[config.mk]
export PLATFORM = sky130hd
export DESIGN_NAME = sync_phase_steer
export DESIGN_NICKNAME = d
export VERILOG_FILES = /design/src/rtl/sps_pkg.sv /design/src/rtl/sps_edge.sv /design/src/rtl/sps_pacer.sv /design/src/rtl/sps_steer.sv /design/src/rtl/sps_mode.sv /design/src/rtl/sync_phase_steer.sv
export SDC_FILE = /design/constraint.sdc
export NUM_CORES = 1
export LEC_CHECK = 0
export BUFFER_PORTS_ARGS = -buffer_cell sky130_fd_sc_hd__buf_2
export CORE_MARGIN = 3
export CORE_UTILIZATION = 56
export CTS_CLUSTER_SIZE = 24
export DETAILED_ROUTE_END_ITERATION = 7
export GPL_TIMING_DRIVEN = 0
export HOLD_SLACK_MARGIN = 0.08
export PLACE_DENSITY = 0.83
export SETUP_SLACK_MARGIN = 0.4
export SKIP_CTS_REPAIR_TIMING = 1
export SLEW_MARGIN = 10
export SYNTH_ARGS = -nofsm -noshare
export SYNTH_HDL_FRONTEND = slang
export SYNTH_SLANG_ARGS = --single-unit
export TNS_END_PERCENT = 10
[constraint.sdc]
create_clock -name clk -period 11.6 [get_ports clk]
set_clock_uncertainty 0.1 [all_clocks]
set_input_delay 1.74 -clock clk [delete_from_list [all_inputs] [get_ports clk]]
set_output_delay 1.74 -clock clk [all_outputs]
set_load 0.02 [all_outputs]
[src/rtl/sps_pkg.sv]
package sps_pkg;

  // true when a counter has reached the last count of a limit; a limit of zero acts as one
  function automatic logic at_limit(input logic [31:0] cnt, input logic [31:0] lim);
    if (lim == 32'd0) return 1'b1;
    return cnt >= (lim - 32'd1);
  endfunction

  // which channel receives a start: restart forces channel 1
  function automatic logic pick_ch2(input logic restart, input logic next_is_ch2);
    return !restart && next_is_ch2;
  endfunction

endpackage

[src/rtl/sps_edge.sv]
module sps_edge #(
  parameter int HIGH_HOLD = 64
) (
  input  logic clk,
  input  logic rst,
  input  logic sync_in,
  output logic fall_evt,
  output logic lvl,
  output logic high_req
);
  localparam int HW = $clog2(HIGH_HOLD + 1);

  logic s1, s2, s3;
  logic [HW-1:0] hold_cnt;

  always_ff @(posedge clk) begin
    if (rst) begin
      s1 <= 1'b0;
      s2 <= 1'b0;
      s3 <= 1'b0;
    end else begin
      s1 <= sync_in;
      s2 <= s1;
      s3 <= s2;
    end
  end

  always_ff @(posedge clk) begin
    if (rst || !s2) hold_cnt <= '0;
    else if (hold_cnt != HW'(HIGH_HOLD)) hold_cnt <= hold_cnt + 1'b1;
  end

  assign fall_evt = s3 & ~s2;
  assign lvl      = s2;
  assign high_req = s2 && (hold_cnt == HW'(HIGH_HOLD));


  fall_single_chk: assert property (@(posedge clk) disable iff (rst) fall_evt |=> !fall_evt);

endmodule

[src/rtl/sps_pacer.sv]
module sps_pacer
  import sps_pkg::*;
#(
  parameter int TMO_W = 16,
  parameter int PER_W = 16
) (
  input  logic             clk,
  input  logic             rst,
  input  logic             fall_evt,
  input  logic [TMO_W-1:0] timeout_cycles,
  input  logic [PER_W-1:0] int_period,
  output logic             fallback,
  output logic             tick
);
  logic [TMO_W-1:0] quiet_cnt;
  logic [PER_W-1:0] per_cnt;

  always_ff @(posedge clk) begin
    if (rst) begin
      quiet_cnt <= '0;
      per_cnt   <= '0;
      fallback  <= 1'b0;
    end else if (fall_evt) begin
      quiet_cnt <= '0;
      per_cnt   <= '0;
      fallback  <= 1'b0;
    end else if (!fallback) begin
      if (at_limit(32'(quiet_cnt), 32'(timeout_cycles))) begin
        fallback <= 1'b1;
        per_cnt  <= '0;
      end else begin
        quiet_cnt <= quiet_cnt + 1'b1;
      end
    end else begin
      per_cnt <= tick ? '0 : per_cnt + 1'b1;
    end
  end

  assign tick = fallback && at_limit(32'(per_cnt), 32'(int_period));


  fall_ends_fallback_chk: assert property (@(posedge clk) disable iff (rst) fall_evt |=> !fallback);

  fallback_quiet_chk: assert property (@(posedge clk) disable iff (rst) $rose(fallback) |-> !$past(fall_evt));

endmodule

[src/rtl/sps_steer.sv]
module sps_steer
  import sps_pkg::*;
(
  input  logic clk,
  input  logic rst,
  input  logic fall_evt,
  input  logic fallback,
  input  logic tick,
  output logic cycle_start,
  output logic start_a,
  output logic start_b
);
  logic next_b;
  logic restart;
  logic to_b;

  assign cycle_start = fall_evt | tick;
  assign restart     = fall_evt & fallback;
  assign to_b        = pick_ch2(restart, next_b);

  always_ff @(posedge clk) begin
    if (rst) begin
      next_b  <= 1'b0;
      start_a <= 1'b0;
      start_b <= 1'b0;
    end else begin
      start_a <= cycle_start & ~to_b;
      start_b <= cycle_start & to_b;
      if (cycle_start) next_b <= ~to_b;
    end
  end


  starts_mutex_chk: assert property (@(posedge clk) disable iff (rst) !(start_a && start_b));

  one_start_chk: assert property (@(posedge clk) disable iff (rst) cycle_start |=> (start_a ^ start_b));

  restart_ch1_chk: assert property (@(posedge clk) disable iff (rst) restart |=> start_a);

  reset_quiet_chk: assert property (@(posedge clk) rst |=> (!start_a && !start_b));

endmodule

[src/rtl/sps_mode.sv]
module sps_mode (
  input  logic clk,
  input  logic rst,
  input  logic cycle_start,
  input  logic lvl,
  input  logic high_req,
  output logic force_pwm
);
  always_ff @(posedge clk) begin
    if (rst) force_pwm <= 1'b0;
    else if (cycle_start) begin
      if (high_req) force_pwm <= 1'b1;
      else if (!lvl) force_pwm <= 1'b0;
    end
  end


  force_set_chk: assert property (@(posedge clk) disable iff (rst)
    $rose(force_pwm) |-> ($past(cycle_start) && $past(high_req)));

  force_clear_chk: assert property (@(posedge clk) disable iff (rst)
    $fell(force_pwm) |-> ($past(cycle_start) && !$past(lvl)));

  reset_mode_chk: assert property (@(posedge clk) rst |=> !force_pwm);

endmodule

[src/rtl/sync_phase_steer.sv]
module sync_phase_steer #(
  parameter int TMO_W     = 16,
  parameter int PER_W     = 16,
  parameter int HIGH_HOLD = 64
) (
  input  logic             clk,
  input  logic             rst,
  input  logic             sync_in,
  input  logic [TMO_W-1:0] timeout_cycles,
  input  logic [PER_W-1:0] int_period,
  output logic             start_ch1,
  output logic             start_ch2,
  output logic             force_pwm
);
  logic fall_evt, lvl, high_req;
  logic fallback, tick, cycle_start;

  sps_edge #(.HIGH_HOLD(HIGH_HOLD)) u_edge (
    .clk(clk), .rst(rst), .sync_in(sync_in),
    .fall_evt(fall_evt), .lvl(lvl), .high_req(high_req)
  );

  sps_pacer #(.TMO_W(TMO_W), .PER_W(PER_W)) u_pacer (
    .clk(clk), .rst(rst), .fall_evt(fall_evt),
    .timeout_cycles(timeout_cycles), .int_period(int_period),
    .fallback(fallback), .tick(tick)
  );

  sps_steer u_steer (
    .clk(clk), .rst(rst), .fall_evt(fall_evt), .fallback(fallback), .tick(tick),
    .cycle_start(cycle_start), .start_a(start_ch1), .start_b(start_ch2)
  );

  sps_mode u_mode (
    .clk(clk), .rst(rst), .cycle_start(cycle_start), .lvl(lvl),
    .high_req(high_req), .force_pwm(force_pwm)
  );

endmodule

==> results of run 1 <==
==> cells in the final DEF, fill, tap and decap left out, drive strengths merged, types with 15 or more instances in the layout <==
| cell type | synthesis | layout |
|---|---|---|
| o21ai | 16 | 16 |
| buf | 6 | 43 |
| a21oi | 30 | 30 |
| nor2 | 37 | 37 |
| dfxtp | 47 | 47 |
| ha | 39 | 39 |
| nand2 | 37 | 37 |
| and3 | 15 | 15 |
| xnor2 | 25 | 25 |
==> through the flow <==
step / total power [mW] / util [%] / cells
after detailed placement: 0.206 / 63.2 / 532
after CTS: 0.332 / 65.2 / 540
after global placement: 0.204 / 63.2 / 532
after global routing: 0.343 / 65.2 / 540
final: 0.330 / 65.2 / 540
after floorplan: 0.190 / - / 420
==> final cells by class <==
cell class                 count  share of cell area (%)
multi-input combinational    346                    62.5
timing repair buffer          37                    4.77
clock buffer                   6                    2.13
inverter                      13                    1.26
sequential                    47                    24.2
buffer                        14                    1.68
tap                           75                    2.42
clock inverter                 2                   0.999
==> metal layers <==
| metal | routed length, um | part of all wire (%) | vias to the layer above | global-route usage [%] |
|---|---|---|---|---|
| met3 | 279 | 3.8 | 2 | 2.62 |
| met5 | 0 | 0 | - | 0 |
| met4 | 36 | 0.49 | 0 | 5.47 |
| met2 | 3610 | 49 | 73 | 37.1 |
| li1 | - | - | 1634 | - |
| met1 | 3390 | 46 | 1448 | 26.6 |
==> power groups by stage <==
stage	Sequential, mW	Clock, mW	Combinational [mW]
after floorplan	0.168	0	0.0218
after global placement	0.168	0	0.0355
after detailed placement	0.168	0	0.0374
after CTS	0.165	0.130	0.0377
after global routing	0.165	0.135	0.0429
final	0.165	0.127	0.0375
==> worst reg2reg max path, cell delays in order (launching register included) <==
cell and delay, ps:
dfxtp_1 430, ha_1 280, nor2b_1 140, o211a_1 200
o311ai_0 420, and4_1 240, buf_2 160, clkbuf_1 330
nor3b_1 240, a211o_1 120
==> logic make-up after synthesis <==
kind of cell               after synthesis  synth area share, %
and+or+nand+nor                        183                 29.5
AOI/OAI and AO/OA                       85                 16.2
muxes                                    3                0.934
xor gates and xnor gates                36                 9.05
DFF                                     47                 27.0
buffers and inverters                   27                 3.27
adders and majority gates               39                 14.0
==> state kept, by name, indices dropped and copies added, names as in the netlist <==
name	flops
u_steer.start_a	1
u_mode.force_pwm	1
u_steer.start_b	1
u_edge.lvl	1
u_edge.hold_cnt	7
u_steer.next_b	1
u_pacer.per_cnt	16
u_edge.s1	1
u_pacer.quiet_cnt	16
u_pacer.fallback	1
u_edge.s3	1
==> how the worst max path moves through the flow <==
stage                                     end  slack [ps]  cells after the start
after floorplan           u_pacer.per_cnt[15]        6500                     15
after global placement    u_pacer.per_cnt[15]        5920                     16
after detailed placement  u_pacer.per_cnt[13]        5820                     16
after CTS                 u_pacer.per_cnt[13]        6120                     16
after global routing      u_pacer.per_cnt[13]        5750                     16
final                     u_pacer.per_cnt[13]        6120                     16
==> key figures, run 1 <==
Status
  • Outcome: finished, final reports clean

Routing
  • Vias/cell: 5.85
  • Number of remaining DRC errors: 0
  • WL/cell: 13.5 um
  • Final WL: about 7.3 mm
  • Initial DRC Count: approximately 160
  • First drt pass iteration count: 4
  • Antenna viol nets, final: 0
  • Routed vias: approximately 3,200

Job
  • Max Cap Viol: 0

Worst hold path
  • Hold Path Cell Cnt: 1
  • Hold worst-path end: u_edge.lvl
  • HP Class: flip-flop to flip-flop
  • Hold Crit Start: u_edge.s1

Setup path
  • Critical path capture point type: flip-flop
  • Crit path buf inv count: 3
  • Cell family with most CP delay: simple AND/OR/NAND/NOR gates
  • Crit-path max FO: 10
  • R2r startpoint: u_pacer.per_cnt[1]
  • Critical path origin: int_period[4]
  • Most used cell, CP: buf_2
  • CP cell instances: buf_2 > nor4_2 > nor4b_1 > nand2b_1 > nor4_1 > nor3b_1 > xnor2_1 > ha_1 > nand4_1 > nor3_1 > o311ai_0 > and4_1 > buf_2 > clkbuf_1 > and3_1 > a221o_1
  • Flop-to-flop setup slack: just under 9000 ps
  • CP startpoint kind: input port
  • Critical R2R Capture: u_pacer.per_cnt[14]
  • Reg2Reg Depth: 9
  • CP Class: input port to flip-flop
  • Worst Path Required: approximately 12,000 ps
  • CP peak stage delay: 440 ps
  • Slowest CP cell: nor4b_1
  • Arrival time at the worst endpoint: roughly 5600 ps

Power
  • Pwr/cell area: about 85 mW/mm2
  • Peak supply drop: about 0.065 mV
  • Comb power frac: ~11%
  • Clk pwr share: 38.7%
  • Switching Share: ~24%
  • Switching power total: about 0.08 mW
  • Leak pwr: about 1.6 nW
  • P_int: 0.250 mW
  • Part of the power in registers: ~50%

Synthesis
  • Post-synthesis sequential area ratio: a little over a quarter
  • Area contributors post-synth: dfxtp_1, ha_1, xnor2_1
  • Synth top area share: ~27%
  • Post-synth cell types: 56
  • Synthesized area: between 0.003 and 0.004 mm2
  • Post-synth EDFFs: 0
  • Commonest register cell after synthesis: dfxtp_1
  • Post-synth top cells: dfxtp_1, ha_1, nand2_1, nor2_1, a21oi_1
  • Synth area leader: dfxtp_1
  • Yosys reg bits: 47
  • Cells after Synth: between 400 and 500
  • Most common cell in the synthesized netlist: dfxtp_1
  • FFs w/ async S/R, synth: 0%
  • Mapped Avg Cell Area: between 8 and 9 um2
  • Synth Warn #: 0
  • Syn_nets: around 490

Placed design
  • RD Place Congestion: between 0.7 and 0.8
  • Port Buffers: 37
  • Detail Placement HPWL: about 5.8 mm
  • Pre-CTS WS: a little under 6000 ps
  • Area after DPL: 0.00376 mm2

GRT
  • Number of global-route vias before repair: ~2,900
  • Largest net degree at the start of global routing: 16
  • GRT overflow: 0
  • Global-route wire length before repair: 12.7 mm
  • Gr usage total: about a fifth
  • Initial antenna violation count: 0

Floorplan
  • Cell row count: 28
  • Core area: between 0.005 and 0.006 mm2
  • I/O pin count: 38
  • Die height: about 85 um
  • Die area: 0.00720 mm2
  • Initial core utilization: between 50% and 60%
  • Chip width: around 85 um

Cells and area
  • Fraction of layout cells with a size suffix above 1: 13.5%
  • N_diodes: 0
  • Sequential Area: approximately 940 um2
  • Fillers: slightly above 500
  • Nets@finish: 538
  • Post-route cell area: 0.00388 mm2
  • Multi-input gate area: 0.00243 mm2
  • Area delta synth->final: 11.5%

Clocking
  • CTS Buffer Depth: 2
  • CTS buffer count: 5
  • CTS root buffer: clkbuf_8
  • Count of clock tree sinks: 47
  • CTS tree: done
  • Htree depth: 2
  • Worst-path clk slew: 90 ps
  • Worst skew pair latency: 300 ps

Timing
  • Worst Max-Slew Pin Slew: 507 ps
  • Min Tclk post-route: around 5500 ps
  • Hold_ws: roughly 360 ps
  • Pins over their slew limit: 0
  • Final Hold Vio Count: 0
  • Post-route setup slack: 6120 ps
  • Period utilization: 47.3%
  • RSZ-0062 raised after global routing: no
  • # setup viols final: 0
  • Slew HR: 66.2%
  • TNS Setup: 0 ps
  • Fmax: between 0.15 and 0.2 GHz
Power figures use the tool's default switching activity.
==> inputs of run 2 (changes only) <==
ABC_AREA = 1   (was default)
CORE_UTILIZATION = 54   (was 56)
clock period = 4.54 ns   (was 11.6 ns; I/O delays follow)
==> key figures, run 2 <==
Setup path
  • Crit path buf inv count: 5 (+2)
  • R2r startpoint: u_pacer.per_cnt[9]
  • CP endpoint: u_pacer.per_cnt[5]
  • Cell family with most CP delay: simple AND/OR/NAND/NOR gates
  • Critical path capture point type: flip-flop
  • CP Depth: 25 (+9)
  • Reg2Reg Depth: 12 (+3)
  • Most used cell, CP: nand2_1
  • Critical R2R Capture: u_pacer.per_cnt[5]
  • CP Class: input port to flip-flop
  • Slowest CP cell: ha_1
  • Worst Path Required: 4670 ps (-7010 ps)
  • Critical path origin: int_period[0]
  • Crit-path max FO: 10 (unchanged)
  • Flop-to-flop setup slack: 2440 ps (-6450 ps)
  • CP startpoint kind: input port
  • CP peak stage delay: 270 ps (-170 ps)
  • Arrival time at the worst endpoint: 3630 ps (-1940 ps)

GRT
  • Initial antenna violation count: 0 (unchanged)
  • Largest net degree at the start of global routing: 16 (unchanged)
  • Gr usage total: 20.5% (-0.33 points)
  • Global-route wire length before repair: 14.5 mm (+14%)
  • Number of global-route vias before repair: 3,541 (+21%)
  • GRT overflow: 0 (unchanged)

Timing
  • Pins over their slew limit: 0 (unchanged)
  • Period utilization: between 70 and 80%
  • Final Hold Vio Count: 0 (unchanged)
  • Min Tclk post-route: ~3500 ps
  • Slew HR: 67.5% (+1.3 points)
  • Worst Max-Slew Pin Slew: 488 ps (-19.1 ps)
  • Hold_ws: 311 ps (-47.1 ps)
  • # setup viols final: 0 (unchanged)
  • Fmax: about 0.29 GHz
  • RSZ-0062 raised after global routing: no
  • TNS Setup: 0 ps (unchanged)

Power
  • Leak pwr: 1.94 nW (+22%)
  • Clk pwr share: 38.6% (about the same)
  • Switching Share: 25.2% (+1.2 points)
  • P_int: 0.639 mW (+160%)
  • Switching power total: 0.216 mW (+170%)
  • Comb power frac: 12.1% (+0.7 points)
  • Peak supply drop: 0.110 mV (+69%)
  • Part of the power in registers: 49.2% (-0.8 points)
  • Pwr/cell area: 198 mW/mm2 (+130%)

Synthesis
  • Area contributors post-synth: dfxtp_1, ha_1, nand2_1
  • Synth Area in XOR/XNOR: 9.92% (+0.86 points)
  • Synth Area in Simple Gates: 32.8% (+3.2 points)
  • Mux cell area share after synthesis: 0% (-0.93 points)
  • Compound-cell area share of the yosys netlist: 10.3% (-5.8 points)
  • Commonest register cell after synthesis: dfxtp_1
  • FFs w/ async S/R, synth: 0% (unchanged)
  • Post-synth EDFFs: 0 (unchanged)
  • Synthesized area: 0.00388 mm2 (+12%)
  • Synth Warn #: 0 (unchanged)
  • Yosys reg bits: 47 (unchanged)
  • Post-synth cell types: 32 (-43%)
  • Most common cell in the synthesized netlist: nand2_1
  • Adder-Cell Fraction of Synth Area: 12.6% (-1.5 points)
  • Largest family of logic cells by synthesized area: simple AND/OR/NAND/NOR gates
  • Cells after Synth: 572 (+36%)
  • Mapped Avg Cell Area: 6.79 um2 (-18%)
  • Post-synth top cells: nand2_1, inv_1, nor2_1, a21oi_1, nand3_1
  • Syn_nets: 646 (+31%)
  • Synth top area share: 24.2% (-2.8 points)
  • Synth area leader: dfxtp_1
  • Post-synthesis sequential area ratio: 24.2% (-2.8 points)

Clocking
  • Worst-path clk slew: 90 ps (about the same)
  • CTS Buffer Depth: 2 (unchanged)
  • CTS buffer count: 5 (unchanged)
  • Count of clock tree sinks: 47 (unchanged)
  • Htree depth: 2 (unchanged)
  • CTS tree: done
  • CTS root buffer: clkbuf_8
  • Worst skew pair latency: 300 ps (about the same)

Cells and area
  • Most common cell after layout, fill and taps aside: nand2_1
  • Fillers: 638 (+25%)
  • N_diodes: 0 (unchanged)
  • Nets@finish: 690 (+28%)
  • Fraction of layout cells with a size suffix above 1: 12.0% (-1.6 points)
  • Largest regs: u_pacer.per_cnt (16), u_pacer.quiet_cnt (16), u_edge.hold_cnt (7)
  • Most frequent cells in the layout: nand2_1, inv_1, nor2_1
  • Area delta synth->final: 11.0%

Routing
  • Final WL: 8.15 mm (+12%)
  • First drt pass iteration count: 5 (+1)
  • Routed vias: 3,644 (+15%)
  • Vias/cell: 5.11 (-13%)
  • Initial DRC Count: 120 (-23%)
  • Number of remaining DRC errors: 0 (unchanged)
  • Antenna viol nets, final: 0 (unchanged)
  • WL/cell: 11.4 um (-16%)

Placed design
  • Detail Placement HPWL: 6.54 mm (+13%)
  • Port Buffers: 37 (unchanged)
  • RD Place Congestion: 0.918 (+17%)

Floorplan
  • I/O pin count: 38 (unchanged)
  • Core area: 0.00687 mm2 (+15%)
  • Chip width: 90.8 um (+7.0%)
  • Die height: 90.8 um (+7.0%)
  • Initial core utilization: 56.6% (-1.9 points)
  • Cell row count: 30 (+7.1%)
  • Die area: 0.00825 mm2 (+15%)

Worst hold path
  • Hold Path Cell Cnt: 2 (+1)
  • HP Class: flip-flop to flip-flop
  • Hold Crit Start: u_edge.s1

Job
  • Max Cap Viol: 0 (unchanged)

Status
  • Outcome: finished, final reports clean
-- run 2: cell types whose count changed after synthesis, moves of 11 or more --
cell	before	now
nand2_1	37	114
xor2_1	11	31
nor2_1	37	59
a21oi_1	29	52
nand3_1	14	51
inv_1	13	82
nand4_1	5	16
and3_1	15	0
xnor2_1	25	13
-- run 2: layer usage --
| metal | GRT usage [%] | vias up | part of all wire [%] |
|---|---|---|---|
| li1 | - | 1948 | - |
| met1 | 23.7 | 1608 | 46 |
| met2 | 38.4 | 78 | 49 |
| met3 | 2.58 | 10 | 3.1 |
| met4 | 7.16 | 0 | 1.9 |
| met5 | 0 | - | 0 |
-- run 2: logic make-up after synthesis --
group,after synthesis
flip-flops,47
adder cells (fa/ha/maj),39
AO/OA/AOI/OAI,75
XOR/XNOR,44
buffers and inverters,94
AND/OR/NAND/NOR,273
-- run 2: per-stage QoR --
stage	worst slack (ps)	utilization, %	power, mW	cells	cell area, um2
after floorplan	1300	-	0.494	572	3880
after global placement	849	61.0	0.528	705	4190
after detailed placement	741	61.0	0.534	705	4190
after CTS	1040	62.8	0.860	713	4310
after global routing	697	62.8	0.895	713	4310
final	1040	62.8	0.855	713	4310
-- run 2: how the worst min path moves through the flow --
stage                       endpoint  slack, ps
after floorplan           u_edge.lvl        290
after global placement    u_edge.lvl        290
after detailed placement  u_edge.lvl        300
after CTS                 u_edge.lvl        320
after global routing      u_edge.lvl        350
final                     u_edge.lvl        310
-- run 2: layout make-up --
| class | instances | area [um2] | share of cell area, % |
|---|---|---|---|
| repair buffers | 37 | 185 | 4.29 |
| clock inverters | 2 | 38.8 | 0.900 |
| plain buffers | 10 | 81.3 | 1.89 |
| flip-flops and latches | 47 | 941 | 21.8 |
| well taps | 96 | 120 | 2.79 |
| clock buffers | 6 | 82.6 | 1.92 |
| multi-input cells | 431 | 2550 | 59.1 |
| inverters | 84 | 315 | 7.31 |
-- run 2: worst min-delay path, cell delays in order, from the launching register on --
cell,delay [ps]
dfxtp_1,310
inv_1,40
nor2_1,30
-- run 2: power groups by stage --
stage | registers, mW | logic [mW] | clock network, mW
6_report | 0.421 | 0.104 | 0.330
5_1_grt | 0.421 | 0.121 | 0.352
4_1_cts | 0.421 | 0.105 | 0.335
3_5_place_dp | 0.430 | 0.104 | 0
3_3_place_gp | 0.430 | 0.0983 | 0
2_1_floorplan | 0.429 | 0.0645 | 0
